--- src/rtl/flash_irq_pkg.sv ---
package flash_irq_pkg;

  // Register word offsets
  localparam int unsigned OFS_RAW   = 0;
  localparam int unsigned OFS_MASK  = 1;
  localparam int unsigned OFS_MSTAT = 2;
  localparam int unsigned OFS_CLR   = 3;

  // Source bit positions
  localparam int unsigned SRC_RX_FULL   = 0;
  localparam int unsigned SRC_RX_UNDER  = 1;
  localparam int unsigned SRC_TX_OVER   = 2;
  localparam int unsigned SRC_TX_EMPTY  = 3;
  localparam int unsigned SRC_XFER_DONE = 4;
  localparam int unsigned SRC_BUS_ERR   = 5;
  localparam int unsigned SRC_PROTO_ERR = 6;
  localparam int unsigned SRC_DMA_DONE  = 7;

  // One-hot register select
  typedef struct packed {
    logic raw;
    logic mask;
    logic mstat;
    logic clr;
  } reg_hit_t;

endpackage

--- src/rtl/flash_irq_status_bank.sv ---
module flash_irq_status_bank #(
  parameter int unsigned N_SRC = 8
) (
  input  logic             clk,
  input  logic             rst,
  input  logic [N_SRC-1:0] evt,
  input  logic             clr_we,
  input  logic [N_SRC-1:0] clr_bits,
  output logic [N_SRC-1:0] raw_q
);

  for (genvar i = 0; i < N_SRC; i++) begin : g_bit
    // Event has priority over a clear in the same cycle
    always_ff @(posedge clk) begin
      if (rst)
        raw_q[i] <= 1'b0;
      else if (evt[i])
        raw_q[i] <= 1'b1;
      else if (clr_we && clr_bits[i])
        raw_q[i] <= 1'b0;
    end

    assert_event_sets_R3: assert property (@(posedge clk) disable iff (rst)
      evt[i] |=> raw_q[i]);

    assert_event_beats_clear_R5: assert property (@(posedge clk) disable iff (rst)
      (evt[i] && clr_we && clr_bits[i]) |=> raw_q[i]);

    assert_clear_works_R4: assert property (@(posedge clk) disable iff (rst)
      (!evt[i] && clr_we && clr_bits[i]) |=> !raw_q[i]);

    assert_idle_holds_R4: assert property (@(posedge clk) disable iff (rst)
      (!evt[i] && !(clr_we && clr_bits[i])) |=> $stable(raw_q[i]));
  end

endmodule

--- src/rtl/flash_irq_mask_reg.sv ---
module flash_irq_mask_reg #(
  parameter int unsigned       N_SRC    = 8,
  parameter logic [N_SRC-1:0]  MASK_RST = '1
) (
  input  logic             clk,
  input  logic             rst,
  input  logic             we,
  input  logic [N_SRC-1:0] wbits,
  output logic [N_SRC-1:0] mask_q
);

  always_ff @(posedge clk) begin
    if (rst)
      mask_q <= MASK_RST;
    else if (we)
      mask_q <= wbits;
  end

  assert_mask_init_R1: assert property (@(posedge clk) disable iff (rst)
    $past(rst) |-> (mask_q == MASK_RST));

  assert_mask_write_R8: assert property (@(posedge clk) disable iff (rst)
    we |=> (mask_q == $past(wbits)));

  assert_mask_hold_R8: assert property (@(posedge clk) disable iff (rst)
    !we |=> $stable(mask_q));

endmodule

--- src/rtl/flash_irq_read_port.sv ---
module flash_irq_read_port
  import flash_irq_pkg::*;
#(
  parameter int unsigned N_SRC  = 8,
  parameter int unsigned DATA_W = 32
) (
  input  logic              clk,
  input  logic              rst,
  input  logic              re,
  input  reg_hit_t          hit,
  input  logic [N_SRC-1:0]  raw,
  input  logic [N_SRC-1:0]  mask,
  output logic [N_SRC-1:0]  mstat,
  output logic [DATA_W-1:0] rdata_q
);

  logic [DATA_W-1:0] rd_next;

  assign mstat = raw & ~mask;

  always_comb begin
    rd_next = '0;
    if (hit.raw)
      rd_next[N_SRC-1:0] = raw;
    else if (hit.mask)
      rd_next[N_SRC-1:0] = mask;
    else if (hit.mstat)
      rd_next[N_SRC-1:0] = mstat;
  end

  always_ff @(posedge clk) begin
    if (rst)
      rdata_q <= '0;
    else if (re)
      rdata_q <= rd_next;
  end

  assert_read_idle_R10: assert property (@(posedge clk) disable iff (rst)
    !re |=> $stable(rdata_q));

  assert_read_raw_R10: assert property (@(posedge clk) disable iff (rst)
    (re && hit.raw) |=> (rdata_q[N_SRC-1:0] == $past(raw)));

endmodule

--- src/rtl/flash_irq_unit.sv ---
module flash_irq_unit
  import flash_irq_pkg::*;
#(
  parameter int unsigned      N_SRC    = 8,
  parameter int unsigned      DATA_W   = 32,
  parameter int unsigned      ADDR_W   = 4,
  parameter logic [N_SRC-1:0] MASK_RST = '1
) (
  input  logic              clk,
  input  logic              rst,
  input  logic [ADDR_W-1:0] bus_addr,
  input  logic              bus_we,
  input  logic [DATA_W-1:0] bus_wdata,
  input  logic              bus_re,
  output logic [DATA_W-1:0] bus_rdata,
  input  logic [N_SRC-1:0]  evt_pulse,
  output logic              irq_o
);

  reg_hit_t         hit;
  logic [N_SRC-1:0] raw_q;
  logic [N_SRC-1:0] mask_q;
  logic [N_SRC-1:0] mstat;
  logic             irq_q;

  always_comb begin
    hit.raw   = (bus_addr == ADDR_W'(OFS_RAW));
    hit.mask  = (bus_addr == ADDR_W'(OFS_MASK));
    hit.mstat = (bus_addr == ADDR_W'(OFS_MSTAT));
    hit.clr   = (bus_addr == ADDR_W'(OFS_CLR));
  end

  if (DATA_W > N_SRC) begin : g_hi_tie
    logic unused_wdata_hi;
    assign unused_wdata_hi = ^bus_wdata[DATA_W-1:N_SRC];
  end

  flash_irq_status_bank #(.N_SRC(N_SRC)) u_status (
    .clk      (clk),
    .rst      (rst),
    .evt      (evt_pulse),
    .clr_we   (bus_we && hit.clr),
    .clr_bits (bus_wdata[N_SRC-1:0]),
    .raw_q    (raw_q)
  );

  flash_irq_mask_reg #(.N_SRC(N_SRC), .MASK_RST(MASK_RST)) u_mask (
    .clk    (clk),
    .rst    (rst),
    .we     (bus_we && hit.mask),
    .wbits  (bus_wdata[N_SRC-1:0]),
    .mask_q (mask_q)
  );

  flash_irq_read_port #(.N_SRC(N_SRC), .DATA_W(DATA_W)) u_rd (
    .clk     (clk),
    .rst     (rst),
    .re      (bus_re),
    .hit     (hit),
    .raw     (raw_q),
    .mask    (mask_q),
    .mstat   (mstat),
    .rdata_q (bus_rdata)
  );

  always_ff @(posedge clk) begin
    if (rst)
      irq_q <= 1'b0;
    else
      irq_q <= |mstat;
  end

  assign irq_o = irq_q;

  assert_irq_blocked_R7: assert property (@(posedge clk) disable iff (rst)
    ((raw_q & ~mask_q) == '0) |=> !irq_o);

  assert_irq_raised_R7: assert property (@(posedge clk) disable iff (rst)
    ((raw_q & ~mask_q) != '0) |=> irq_o);

  assert_rdata_hi_R9: assert property (@(posedge clk) disable iff (rst)
    bus_re |=> (bus_rdata[DATA_W-1:N_SRC] == '0));

endmodule

--- config.mk ---
export PLATFORM = sky130hd
export DESIGN_NAME = flash_irq_unit
export DESIGN_NICKNAME = d
export VERILOG_FILES = /design/src/rtl/flash_irq_pkg.sv /design/src/rtl/flash_irq_status_bank.sv /design/src/rtl/flash_irq_mask_reg.sv /design/src/rtl/flash_irq_read_port.sv /design/src/rtl/flash_irq_unit.sv
export SDC_FILE = /design/constraint.sdc
export NUM_CORES = 1
export LEC_CHECK = 0
export CORE_MARGIN = 2
export CORE_UTILIZATION = 25
export CTS_CLUSTER_SIZE = 20
export DETAILED_ROUTE_END_ITERATION = 8
export PLACE_DENSITY = 0.6
export SLEW_MARGIN = 20
export SYNTH_ARGS = -nofsm -noshare
export SYNTH_HDL_FRONTEND = slang
export SYNTH_SLANG_ARGS = --single-unit
--- constraint.sdc ---
create_clock -name clk -period 2.35 [get_ports clk]
set_input_delay 0.235 -clock clk [delete_from_list [all_inputs] [get_ports clk]]
set_output_delay 0.235 -clock clk [all_outputs]
set_load 0.05 [all_outputs]
; ---- Yosys cells after proc, flatten, opt, wreduce, memory -nomap -nowiden
; Cells that the tools add are included.
[totals]
elab_cells = 55
output_inout_bits = 33
reg_bits = 25
inputBits = 48
[classes]
reduce_logical = 20
muxes = 19
bitwise_logic = 2
eq_ne = 3
[op_table]
columns = operator, n
row1 = two-way mux 8 bit, 3
row2 = two-way mux 1 bit, 16
row3 = nonzero test 2 bit, 8
row4 = logical AND 1 bit, 10
row5 = bitwise AND 8 bit, 1
row6 = "== test 4 x 2 -> 1 bit, second input constant", 2
row7 = NOT 8 bit, 1
row8 = OR reduction 8 bit, 1
row9 = "== test 4 x 1 -> 1 bit, second input constant", 1
row10 = zero test 4 bit, 1

; ---- Logic depth before layout (Yosys ltp)
[depth]
depth_word = 5
depth_mapped = 4
mapped_depth_nobuf = 3

; ---- By module
; Synthesis repeated with hierarchy kept, for this count alone.
[hier_totals]
hier_cells = 156
hier_area_um2 = 1514.0
[by_module_without_submodules]
columns = mod, instances, cells_each, area_each_um2, seq_area_each_um2
row1 = flash_irq_read_port, 1, 85, 748.2, 160.2
row2 = flash_irq_status_bank, 1, 34, 359.1, 160.2
row3 = flash_irq_mask_reg, 1, 26, 302.8, 160.2
row4 = flash_irq_unit, 1, 11, 103.8, 20.0

; ---- Worst setup path before layout
; OpenSTA, ideal clock, no wires.
[synth_timing]
path_type = input to register
startpoint = input bus_addr[3]
endpoint = register u_mask.mask_q[0]
cell_stages = 4
n_path_buf = 1
slack_ps = 1229
arrival_ps = 1001
setup_time_ps = 120
required_time_ps = 2230
cell_sequence = nor3b_1 buf_2 nand2_2 a211o_1
[synth_via]
elab_chain_len = 2
[synth_rtl]
columns = item, line
row1 = from (decl), flash_irq_unit.sv:11  ; input logic [ADDR_W-1:0] bus_addr,
row2 = == test 4 x 1 -> 1 bit, flash_irq_unit.sv:28  ; hit.mask = (bus_addr == ADDR_W'(OFS_MASK));
row3 = logical AND 1 bit, flash_irq_unit.sv:50  ; .we (bus_we && hit.mask),
row4 = to (signal assigned), flash_irq_mask_reg.sv:16  ; mask_q <= wbits;
row5 = to (decl), flash_irq_mask_reg.sv:9  ; output logic [N_SRC-1:0] mask_q
; No other way between the ends.
; A chain may end at the register's enable or synchronous reset.

; ---- Worst setup path in the final report
[layout_timing]
startpoint = register u_rd.rdata_q[5]
endpoint = output bus_rdata[5]
[layout_rtl]
columns = item, line
row1 = from (decl), flash_irq_read_port.sv:14  ; output logic [DATA_W-1:0] rdata_q
row2 = from (signal assigned), flash_irq_read_port.sv:35  ; rdata_q <= rd_next;
row3 = to (decl), flash_irq_unit.sv:15  ; output logic [DATA_W-1:0] bus_rdata,
; No word-level cell between the ends.

==> results.toml <==
[route]
routed_wl_um = 3080
drtAntennaViolNets = 0
remaining_drc_errors = 0
vias_per_cell = 4.33
drt-pass1-iter-count = 4
num_vias = 1190
drtIter0Drc = 45
wl_per_cell_um = 11.2

[grt]
grt_max_degree = 21
grt_pass1_vias = 1058
antenna_found_initial = 0
grt_use_total_pct = 9.74
grt_overflow = 0
grt_first_pass_wirelength_um = 4970

[worst_setup_path]
critPathTopFamily = "buffers and inverters"
slowest_stage = "clkdlybuf4s50_1"
cp_num_cells = 1
r2r-end = "irq_o"
cp_num_buf_inv = 1
max_stage_delay_ns = 0.81
critPathLaunchType = "flip-flop"
crit_type = "reg -> out"
endpoint_kind = "primary output"
r2r_start = "u_status.raw_q[5]"
startpoint = "u_rd.rdata_q[5]"
path_max_fanout = 2
cp-endpoint = "bus_rdata[5]"
r2r_setup_slack_ns = 1.13
arrival_ns = 1.42
crit_required_ns = 2.12
crit_chain = "clkdlybuf4s50_1"
r2r_cells = 3

[finish]
areaGrowthSynthToFinish_pct = 23.2
drive_above_1_share_pct = 6.40
nNetsFinal = 252
antenna_cells = 0
design_area_mm2 = 0.00181

[sta]
maxSlewHeadroom_pct = 49.7
max_freq_mhz = 602
holdWs_ns = 0.486
hold_viol_final = 0
finalSetupViolations = 0
grt_setup_unrepaired = "no"
layout_min_cycle_time_ns = 1.66
period_share_pct = 70.6
worst_slew_pin_slew_ns = 0.752
fin_setup_tns_ns = 0
fin_skew_ns = 0.00366
slew_viol_final = 0

[floorplan]
die_x_um = 80.7
ios = 81
dieArea_mm2 = 0.00651
die_h_um = 80.7
core_mm2 = 0.00561
rows = 27
start_util_pct = 26.2

[placed_design]
place_area_mm2 = 0.00177
gp_congestion = 0.802
dp_hpwl_um = 2390
io_buffers = 32

[synthesis]
yosysSeqAreaShare_pct = 34.0
ys.flop_type = "dfxtp_1"
ys_warn_count = 0
async_flop_share_pct = 0
synthDistinctLibCells = 27
ys_seq_elements = 25
synth-edff-count = 0
syn_area_mm2 = 0.00147
avgSynthCellArea_um2 = 8.41
synth_cells = 175

[clock_tree]
cts_root_buf = "clkbuf_8"
ctsHtreeMaxLevel = 1
clkTransAtPathRegs_ns = 0.09
cts_tree = "done"
cts_hold_buf = 0
cts_resized = 0
clock_latency_ns = 0.27
clockBufferDepth = 2
cts_sinks = 25
cts_setup_buffers = 0
numCtsBuffers = 3

[power]
power_per_cell_area_mw_per_mm2 = 537
ir_drop_v = 0.000243
leakagePower_uw = 0.000740

[min_path]
hold_class = "reg -> reg"

[flow_run]
cap_viol_max_count = 0

[status]
outcome = "completed"
==> worst min path at each step <==
stage	from	end	slack (ns)	cells after the start
after global routing	evt_pulse[3]	u_status.raw_q[3]	0.50	3
final	u_rd.rdata_q[1]	u_rd.rdata_q[1]	0.49	2
after CTS	evt_pulse[2]	u_status.raw_q[2]	0.49	3
after detailed placement	u_rd.rdata_q[1]	u_rd.rdata_q[1]	0.48	2
after floorplan	evt_pulse[0]	u_status.raw_q[0]	0.36	2
after global placement	u_rd.rdata_q[1]	u_rd.rdata_q[1]	0.48	2
==> placed cells by master (no fill, tap or decap) <==
master           instances
conb_1                  24
or3b_1                   1
nor2_1                   9
a311o_1                  2
nand2_2                  1
a2111oi_0                2
nor4bb_1                 1
nor2b_1                  7
clkbuf_8                 3
a211o_1                  6
nand2_1                  8
clkdlybuf4s50_1         32
o21ai_0                  2
o21ai_1                 14
clkbuf_1                 1
and4bb_2                 3
nor3b_1                  1
nor4_4                   1
nand3_1                  8
inv_1                   10
and4bb_1                 4
and3b_1                  8
a21oi_1                 11
and3_1                   6
a311oi_1                 8
buf_4                    5
dfxtp_1                 25
==> worst min-delay path, cell delays in order, from the launching register on <==
cell	delay (ns)
dfxtp_1	0.32
nor2_1	0.08
a311oi_1	0.05
==> registers in the layout, summed over array words and instances, names as in the netlist <==
name            flops
u_rd.rdata_q        8
u_status.raw_q      8
u_mask.mask_q       8
irq_o               1
==> synth_stat cells, types with 2 or more instances <==
master	number	area, um2
buf_2	4	20.0
dfxtp_1	25	500
and4bb_1	4	50.1
and4bb_2	3	37.5
o21ai_1	14	70.1
nor2b_1	7	43.8
and3_1	6	37.5
a211o_1	6	52.6
clkbuf_1	5	18.8
nand3_1	8	40.0
o21ai_0	2	10.0
nand2_1	8	30.0
a311o_1	2	20.0
a2111oi_0	2	17.5
nor2_1	9	33.8
a21oi_1	11	55.1
and3b_1	8	70.1
buf_4	26	195
a311oi_1	8	70.1
inv_1	10	37.5
==> report_power, final <==
group | internal [uW] | total, uW | switching [uW]
clock | 122 | 258 | 136
sequential | 445 | 461 | 16.3
combinational | 82.8 | 255 | 173
==> through the flow <==
stage          utilization (%)  power [uW]  worst slack (ns)  instances
2_1_floorplan                -         679              1.23        198
3_3_place_gp              31.5         725             0.437        271
3_5_place_dp              31.5         727             0.411        271
4_1_cts                   32.3         983             0.674        275
5_1_grt                   32.3        1020             0.524        275
6_report                  32.3         974             0.690        275
==> per-layer routing <==
metal	wire length [um]	vias up	GRT usage (%)
met1	1540	517	12.0
met2	1330	38	16.5
met3	150	5	1.57
li1	-	630	-
met5	0	-	0
met4	54	0	4.58
==> logic make-up after synthesis <==
kind of cell           count (synthesis)  synth area share (%)
flip-flops                            25                  34.0
buffers and inverters                 46                  18.7
AND/OR/NAND/NOR                       58                  27.0
AO/OA/AOI/OAI                         45                  20.1
other                                  1                 0.255
==> layout make-up <==
type / instances / area (um2)
sequential: 25 / 500
fill: 628 / 3790
tap: 72 / 90.1
inverter: 10 / 37.5
multi-input combinational: 127 / 782
clock buffer: 4 / 45.0
timing repair buffer: 37 / 358
No activity file was read; power rests on OpenSTA's default activity.
